[src/rtl/qbg_pkg.sv]
package qbg_pkg;

    localparam int NUM_GATES = 6;
    localparam int STEP_W    = 3;

    typedef enum logic [1:0] {
        ST_IDLE = 2'd0,
        ST_RAMP = 2'd1,
        ST_HOLD = 2'd2
    } qbg_state_e;

    // Reduce an index in 0..11 to 0..5.
    function automatic logic [STEP_W-1:0] wrap6(input logic [STEP_W:0] v);
        logic [STEP_W:0] r;
        r = (v >= 4'd6) ? (v - 4'd6) : v;
        return r[STEP_W-1:0];
    endfunction

endpackage

[src/rtl/qbg_carrier.sv]
module qbg_carrier #(
    parameter int CAR_W = 8
) (
    input  logic             clk_i,
    input  logic             rst_ni,
    input  logic             restart_i,
    output logic [CAR_W-1:0] cnt_o,
    output logic             period_end_o
);
    localparam logic [CAR_W-1:0] CMAX = {CAR_W{1'b1}};
    localparam logic [CAR_W-1:0] ONE  = CAR_W'(1);

    logic [CAR_W-1:0] cnt_q;
    logic             up_q;

    always_ff @(posedge clk_i or negedge rst_ni) begin
        if (!rst_ni) begin
            cnt_q <= '0;
            up_q  <= 1'b1;
        end else if (restart_i) begin
            cnt_q <= '0;
            up_q  <= 1'b1;
        end else if (up_q) begin
            if (cnt_q == CMAX) begin
                up_q  <= 1'b0;
                cnt_q <= CMAX - ONE;
            end else begin
                cnt_q <= cnt_q + ONE;
            end
        end else begin
            if (cnt_q == ONE) begin
                up_q  <= 1'b1;
                cnt_q <= '0;
            end else begin
                cnt_q <= cnt_q - ONE;
            end
        end
    end

    assign cnt_o        = cnt_q;
    assign period_end_o = !up_q && (cnt_q == ONE);

endmodule

[src/rtl/qbg_gate_map.sv]
module qbg_gate_map
    import qbg_pkg::*;
(
    input  qbg_state_e              state_i,
    input  logic [STEP_W-1:0]       step_i,
    input  logic                    pwm_i,
    input  logic                    handoff_i,
    output logic [NUM_GATES-1:0]    gate_o
);
    logic [STEP_W-1:0] idx_new, idx_hold, idx_out;

    always_comb begin
        idx_new  = step_i;
        idx_hold = wrap6({1'b0, step_i} + 4'd5);
        idx_out  = wrap6({1'b0, step_i} + 4'd4);
        gate_o   = '0;
        unique case (state_i)
            ST_IDLE: gate_o = '0;
            ST_RAMP: begin
                gate_o[idx_new]  = pwm_i;
                gate_o[idx_hold] = 1'b1;
                gate_o[idx_out]  = handoff_i & ~pwm_i;
            end
            ST_HOLD: begin
                gate_o[idx_new]  = 1'b1;
                gate_o[idx_hold] = 1'b1;
            end
            default: gate_o = '0;
        endcase
    end

endmodule

[src/rtl/qbldc_gate_gen.sv]
module qbldc_gate_gen
    import qbg_pkg::*;
#(
    parameter int CAR_W = 8,
    parameter int LEN_W = 8
) (
    input  logic                 clk_i,
    input  logic                 rst_ni,
    input  logic                 en_i,
    input  logic                 commutate_i,
    input  logic [2:0]           step_i,
    input  logic [LEN_W-1:0]     ramp_len_i,
    output logic [5:0]           gate_o
);
    localparam int PROD_W = CAR_W + LEN_W;

    qbg_state_e        state_q, state_d;
    logic [STEP_W-1:0] step_q;
    logic [LEN_W-1:0]  len_q, per_q;
    logic              handoff_q;
    logic              accept, period_end, pwm, last_period;
    logic [CAR_W-1:0]  car_cnt;
    logic [PROD_W-1:0] lhs, rhs;

    assign accept      = en_i && commutate_i && (step_i <= 3'd5);
    assign last_period = (per_q == (len_q - LEN_W'(1)));

    qbg_carrier #(.CAR_W(CAR_W)) u_carrier (
        .clk_i        (clk_i),
        .rst_ni       (rst_ni),
        .restart_i    (accept),
        .cnt_o        (car_cnt),
        .period_end_o (period_end)
    );

    assign lhs = PROD_W'(car_cnt) * PROD_W'(len_q);
    assign rhs = PROD_W'(per_q) << CAR_W;
    assign pwm = lhs < rhs;

    always_comb begin
        state_d = state_q;
        if (!en_i) begin
            state_d = ST_IDLE;
        end else if (accept) begin
            state_d = (ramp_len_i == '0) ? ST_HOLD : ST_RAMP;
        end else begin
            unique case (state_q)
                ST_IDLE: state_d = ST_IDLE;
                ST_RAMP: if (period_end && last_period) state_d = ST_HOLD;
                ST_HOLD: state_d = ST_HOLD;
                default: state_d = ST_IDLE;
            endcase
        end
    end

    always_ff @(posedge clk_i or negedge rst_ni) begin
        if (!rst_ni) begin
            state_q   <= ST_IDLE;
            step_q    <= '0;
            len_q     <= '0;
            per_q     <= '0;
            handoff_q <= 1'b0;
        end else begin
            state_q <= state_d;
            if (!en_i) begin
                handoff_q <= 1'b0;
            end else if (accept) begin
                step_q    <= step_i;
                len_q     <= ramp_len_i;
                per_q     <= '0;
                handoff_q <= (state_q != ST_IDLE);
            end else if (state_q == ST_RAMP && period_end) begin
                per_q <= per_q + LEN_W'(1);
            end
        end
    end

    qbg_gate_map u_map (
        .state_i   (state_q),
        .step_i    (step_q),
        .pwm_i     (pwm),
        .handoff_i (handoff_q),
        .gate_o    (gate_o)
    );

endmodule

[config.mk]
export PLATFORM = sky130hd
export DESIGN_NAME = qbldc_gate_gen
export DESIGN_NICKNAME = d
export VERILOG_FILES = /design/src/rtl/qbg_pkg.sv /design/src/rtl/qbg_carrier.sv /design/src/rtl/qbg_gate_map.sv /design/src/rtl/qbldc_gate_gen.sv
export SDC_FILE = /design/constraint.sdc
export NUM_CORES = 1
export LEC_CHECK = 0
export ABC_AREA = 1
export CAP_MARGIN = 20
export CORE_ASPECT_RATIO = 0.5
export CORE_MARGIN = 2
export CORE_UTILIZATION = 36
export CTS_CLUSTER_SIZE = 16
export DETAILED_ROUTE_END_ITERATION = 8
export PLACE_DENSITY_LB_ADDON = 0.15
export SLEW_MARGIN = 30
export SYNTH_ARGS = -nofsm -noshare
export SYNTH_HDL_FRONTEND = slang
export SYNTH_HIERARCHICAL = 1
export SYNTH_SLANG_ARGS = --single-unit
[constraint.sdc]
create_clock -name clk_i -period 8.1 [get_ports clk_i]
set_clock_uncertainty 0.05 [all_clocks]
set_input_delay 0.81 -clock clk_i [delete_from_list [all_inputs] [get_ports clk_i]]
set_output_delay 0.81 -clock clk_i [all_outputs]
set_load 0.01 [all_outputs]
Word level (Yosys, flattened, before mapping) --
Index checks and enable logic that the tools add are counted.
Storage, ports and cells: bits in registers 31, word-level logic and storage cells 79, input bits 15
Operators by class: multiplexer cells 27, multiply operators 1, magnitude comparators 10, reductions and logical operators 14, eq/ne operators 7, bitwise logic cells 5, add/subtract/negate cells 8
Operators with widths (count):
- $mux 8 | 6
- $add 8x1->8 const B | 2
- $lt 16x16->1 | 1
- $mul 8x8->16 | 1
- $sub 8x1->8 const B | 2
- $lt 3x4->1 const B | 3
- $or 6x6->6 | 2
- $pmux 6 s2 | 1
- $demux 1 s3 | 3
- $ge 3x1->1 const B | 3
- $mux 1 | 9
- $add 3x3->4 const B | 2
- $eq 8x1->1 const B | 1
- $eq 8x8->1 | 1
- $eq 8x8->1 const B | 1
- $ge 4x3->1 const B | 2
- $logic_and 1x1->1 | 8
- $logic_not 8->1 | 1
- $mux 2 | 4
- $and 6x6->6 | 1
- $bwmux 6 | 1
- $mux 3 | 2
- $sub 3x3->3 const B | 2
- $ne 4x4->1 const B | 1
- other kinds (10) | 12

Longest topological paths before layout --
depth after elaboration 10, mapped depth 33, gate-level depth less buffers 32

Cells and area by module --
The synthesis kept the hierarchy.
By module, submodules not included:
- qbldc_gate_gen | times used 1, area an instance 3652.3 µm², sequential area each 550.5 µm², cells an instance 510
- qbg_carrier | times used 1, area an instance 680.7 µm², sequential area each 226.5 µm², cells an instance 101
- qbg_gate_map | times used 1, area an instance 555.5 µm², sequential area each 0.0 µm², cells an instance 106

Worst setup path after synthesis --
No wires, ideal clock.
path kind register to output, start reg u_carrier.cnt_q[3], in the netlist u_carrier/cnt_o[3], end out gate_o[0], arrival time 5.351 ns, stages on the path, launching flop included 29, required time 7.240 ns, buffers on the path 1, slack 1.889 ns, path through dfrtp_1 clkbuf_1 nand2_1 fa_1 fa_1 inv_1 fa_1 inv_1 fa_1 inv_1 ha_1 nand2_1 inv_2 a21oi_1 nand2_1 a21oi_2 inv_2 a21oi_1 xnor2_1 ha_1 a21oi_1 nand2_1 a21oi_1 inv_1 o31ai_1 inv_1 nand2_1 nand2_1 a21oi_1
Between the ends: cells in the longest elaborated chain, start to end 6, elaborated cells on any way between the ends 8
RTL lines:
- start: declaration | line qbg_carrier.sv:13 | logic [CAR_W-1:0] cnt_q;
- start signal: assignment | line qbg_carrier.sv:26 | cnt_q <= CMAX - ONE;
- start signal: assignment | line qbg_carrier.sv:28 | cnt_q <= cnt_q + ONE;
- start signal: assignment | line qbg_carrier.sv:35 | cnt_q <= cnt_q - ONE;
- $mul 8x8->16 (*) | line qbldc_gate_gen.sv:36 | assign lhs = PROD_W'(car_cnt) * PROD_W'(len_q);
- $lt 16x16->1 (*) | line qbldc_gate_gen.sv:38 | assign pwm = lhs < rhs;
- via pwm | line qbldc_gate_gen.sv:21 | logic accept, period_end, pwm, last_period;
- $and 6x6->6 (no line) / $not 1->1 (equally long branches)
- $or 6x6->6 (no line) / $and 1x1->1 (equally long branches)
- $bwmux 6 (*) | line qbg_gate_map.sv:22 | gate_o[idx_out] = handoff_i & ~pwm_i;
- $pmux 6 s2 (*) | line qbg_gate_map.sv:17 | unique case (state_i)
- end: declaration | line qbldc_gate_gen.sv:13 | output logic [5:0] gate_o
Mark *: on every way through the listed nets, which the timed path passes. The rest lies on a longest branch.

Final worst setup path --
start reg u_carrier.cnt_q[2], in the netlist u_carrier/cnt_o[2], end out gate_o[3]
Same word-level chain as after synthesis.

==> flow_summary.yaml <==
synthesis:
  synth_fp_nets: 823
  synthAdderAreaFrac: 0.2867
  yosysSeqAreaShare: 0.1589
  synth_area_leaders: "dfrtp_1, nand2_1, fa_1, ha_1, inv_1"
  synth.mux.area_fraction: 0
  yosys.area_share.simple: 0.2815
  synth_top_family_by_area: "adder cells"
  synth_ff_type: "dfrtp_1"
  synthTopCellsByCount: "nand2_1, inv_1, ha_1"
  synth.avg_cell_area_um2: 6.818
  synth_edf_count: 0
  synth.most_common_cell: "nand2_1"
  synth_seq_cells: 31
  ys_types: 42
  synth-xor-area-share: 0.03225
  ys_async_sr_fraction: 1.000
  synth_area_mm2: 0.004888
  yosys.area.top_type: "dfrtp_1"
  synth_top_area_frac: 0.1536
  syn_inst: 717
  yosysWarnings: 6
  synth_compound_area_frac: 0.08856
global_route:
  grt_overflow: 0
  first_global_vias: 4441
  grt_usage: 0.1782
  antenna_found_initial: 0
  grt_max_degree: 32
  grt_pass1_wl_um: 20700
layout:
  fin_util: 0.4027
  synthToLayoutAreaGrowth_pct: 10.39
  antennaDiodeCount: 0
  stdcell_area_mm2: 0.005396
  final_cells: 905
  nets: 834
  drive_above_1_share: 0.06584
setup_path:
  start_kind: "flop"
  end_kind: "output port"
  r2r_cells: 11
  slowest_stage: "dfrtp_1"
  cp_data_required_time_ns: 7.24
  cp_max_fo: 16
  critPathMaxStageDelay_ns: 0.73
  crit_arrival_ns: 6.68
  cp_common_cell: "nand2_1"
  crit_type: "reg2out"
run_status:
  status: "completed"
job:
  cap_violations: 0
drt:
  vias_per_cell: 4.674
  drt_pass1_iterations: 4
  vias: 4230
  antenna_left: 0
  drc: 0
  drt_wl_total_um: 11940
  wl_per_cell_um: 13.19
  drtIter0Drc: 177
pwr:
  ir_worst_vdd_v: 0.00008323
  power_mw: 1.015
  p_leak_nw: 3.234
  power_per_cell_area_mw_per_mm2: 188.2
clock_network:
  cts_hold_buf: 0
  cts_tree: "done"
  post-cts-setup-buffer-count: 0
  path_clk_slew_ns: 0.06
  htreeDepth: 2
  ctsResizeCount: 0
  clock_sinks: 31
  clockBufferDepth: 2
  numCtsBuffers: 5
  clock_latency_ns: 0.29
  cts_root_buf: "clkbuf_16"
floorplan:
  core_area_mm2: 0.01340
  die-height_um: 86.40
  die_w_um: 168.8
  io_pins: 21
  start_util: 0.3648
  num_rows: 30
  die_area_mm2: 0.01458
sta:
  tns_ns: 0
  setup-violations-final: 0
  hold_viol_final: 0
  layout_setup_ws_ns: 0.5638
  max-slew-margin-rel: 0.4134
  slew_viol_final: 0
  fmax_mhz: 132.7
  fin_crit_sh: 0.9304
  holdWs_ns: 0.4789
  worst_slew_pin_slew_ns: 0.8789
  layout_min_cycle_time_ns: 7.536
  rsz0062_at_grt: "no"
placed_design:
  placed_cells: 897
  routabilityCongestion: 0.8399
  numPortBuffers: 20
  placed_area_mm2: 0.005223
  dp_worst_setup_slack_ns: 0.9004
  hpwl_um: 9519
hold_path:
  min_path_type: "reg2reg"
  holdPathStages: 2
critical path: cells and delay by family, from the launching register on:
kind | cells | cell delay [ns]
and+or+nand+nor | 6 | 0.53
DFF | 1 | 0.73
xor gates and xnor gates | 1 | 0.15
buffers and inverters | 8 | 0.98
AOI/OAI and AO/OA | 7 | 1.32
adders and majority gates | 6 | 2.66
report_power, final:
group | internal (mW) | switching (mW)
combinational | 0.204 | 0.337
clock | 0.153 | 0.0786
sequential | 0.172 | 0.0707
total | 0.529 | 0.486
state kept, by name, summed over array words and instances (netlist names):
register / flops
u_carrier/up_q: 1
handoff_q: 1
state_q: 2
u_carrier/cnt_o: 8
len_q: 8
step_q: 3
per_q: 8
worst paths after layout:
kind,slack (ns),endpoint,from
hold / removal,0.48,handoff_q$_DFFE_PN0P_,handoff_q$_DFFE_PN0P_
hold reg to reg,0.48,handoff_q$_DFFE_PN0P_,handoff_q$_DFFE_PN0P_
min in group asynchronous,0.88,state_q[0]$_DFFE_PN0P_,rst_ni
max in group asynchronous,6.76,u_carrier/up_q$_DFF_PN1_,rst_ni
setup reg to reg,5.60,per_q[7]$_DFFE_PN0P_,u_carrier/cnt_o[4]$_DFF_PN0_
setup / recovery,0.56,gate_o[3],u_carrier/cnt_o[2]$_DFF_PN0_
logic make-up (layout without fill, tap and decap cells):
family | Yosys count | after routing
simple gates | 318 | 318
fa+ha+maj | 91 | 91
compound gates | 73 | 73
flops | 31 | 31
xor+xnor | 18 | 18
buf+inv | 186 | 198
final cells by class:
| cell class | count | area (µm²) |
|---|---|---|
| flip-flops and latches | 31 | 777.0 |
| repair buffers | 24 | 230.2 |
| clock buffers | 6 | 138.9 |
| well taps | 176 | 220.2 |
| fillers | 1402 | 8004 |
| multi-input cells | 500 | 3368 |
| inverters | 166 | 626.9 |
| clock inverters | 2 | 35.03 |
routing by layer:
layer  global-route usage  vias up  routed length (µm)
met3              0.02237        6                 356
met1               0.2254     1961                5778
met4              0.03213        0                  83
met2               0.3327       59                5722
met5                    0        -                   0
li1                     -     2204                   -
layout by cell type (no fill, tap or decap), types with 2 or more instances in the layout:
| cell type | n |
|---|---|
| a21o_1 | 4 |
| a21oi_1 | 31 |
| a21oi_2 | 2 |
| a31oi_1 | 2 |
| buf_4 | 4 |
| clkbuf_16 | 5 |
| clkdlybuf4s50_1 | 20 |
| clkinv_2 | 4 |
| dfrtp_1 | 30 |
| fa_1 | 35 |
| ha_1 | 56 |
| inv_1 | 157 |
| inv_2 | 6 |
| nand2_1 | 198 |
| nand2_2 | 8 |
| nand3_1 | 32 |
| nand3_2 | 3 |
| nand4_1 | 9 |
| nor2_1 | 48 |
| nor2_2 | 4 |
| nor2_4 | 2 |
| nor3_1 | 6 |
| nor3_2 | 2 |
| nor4_1 | 3 |
| o211ai_1 | 2 |
| o21ai_0 | 23 |
| xnor2_1 | 6 |
| xor2_1 | 12 |
(Power assumes the default switching activity.)
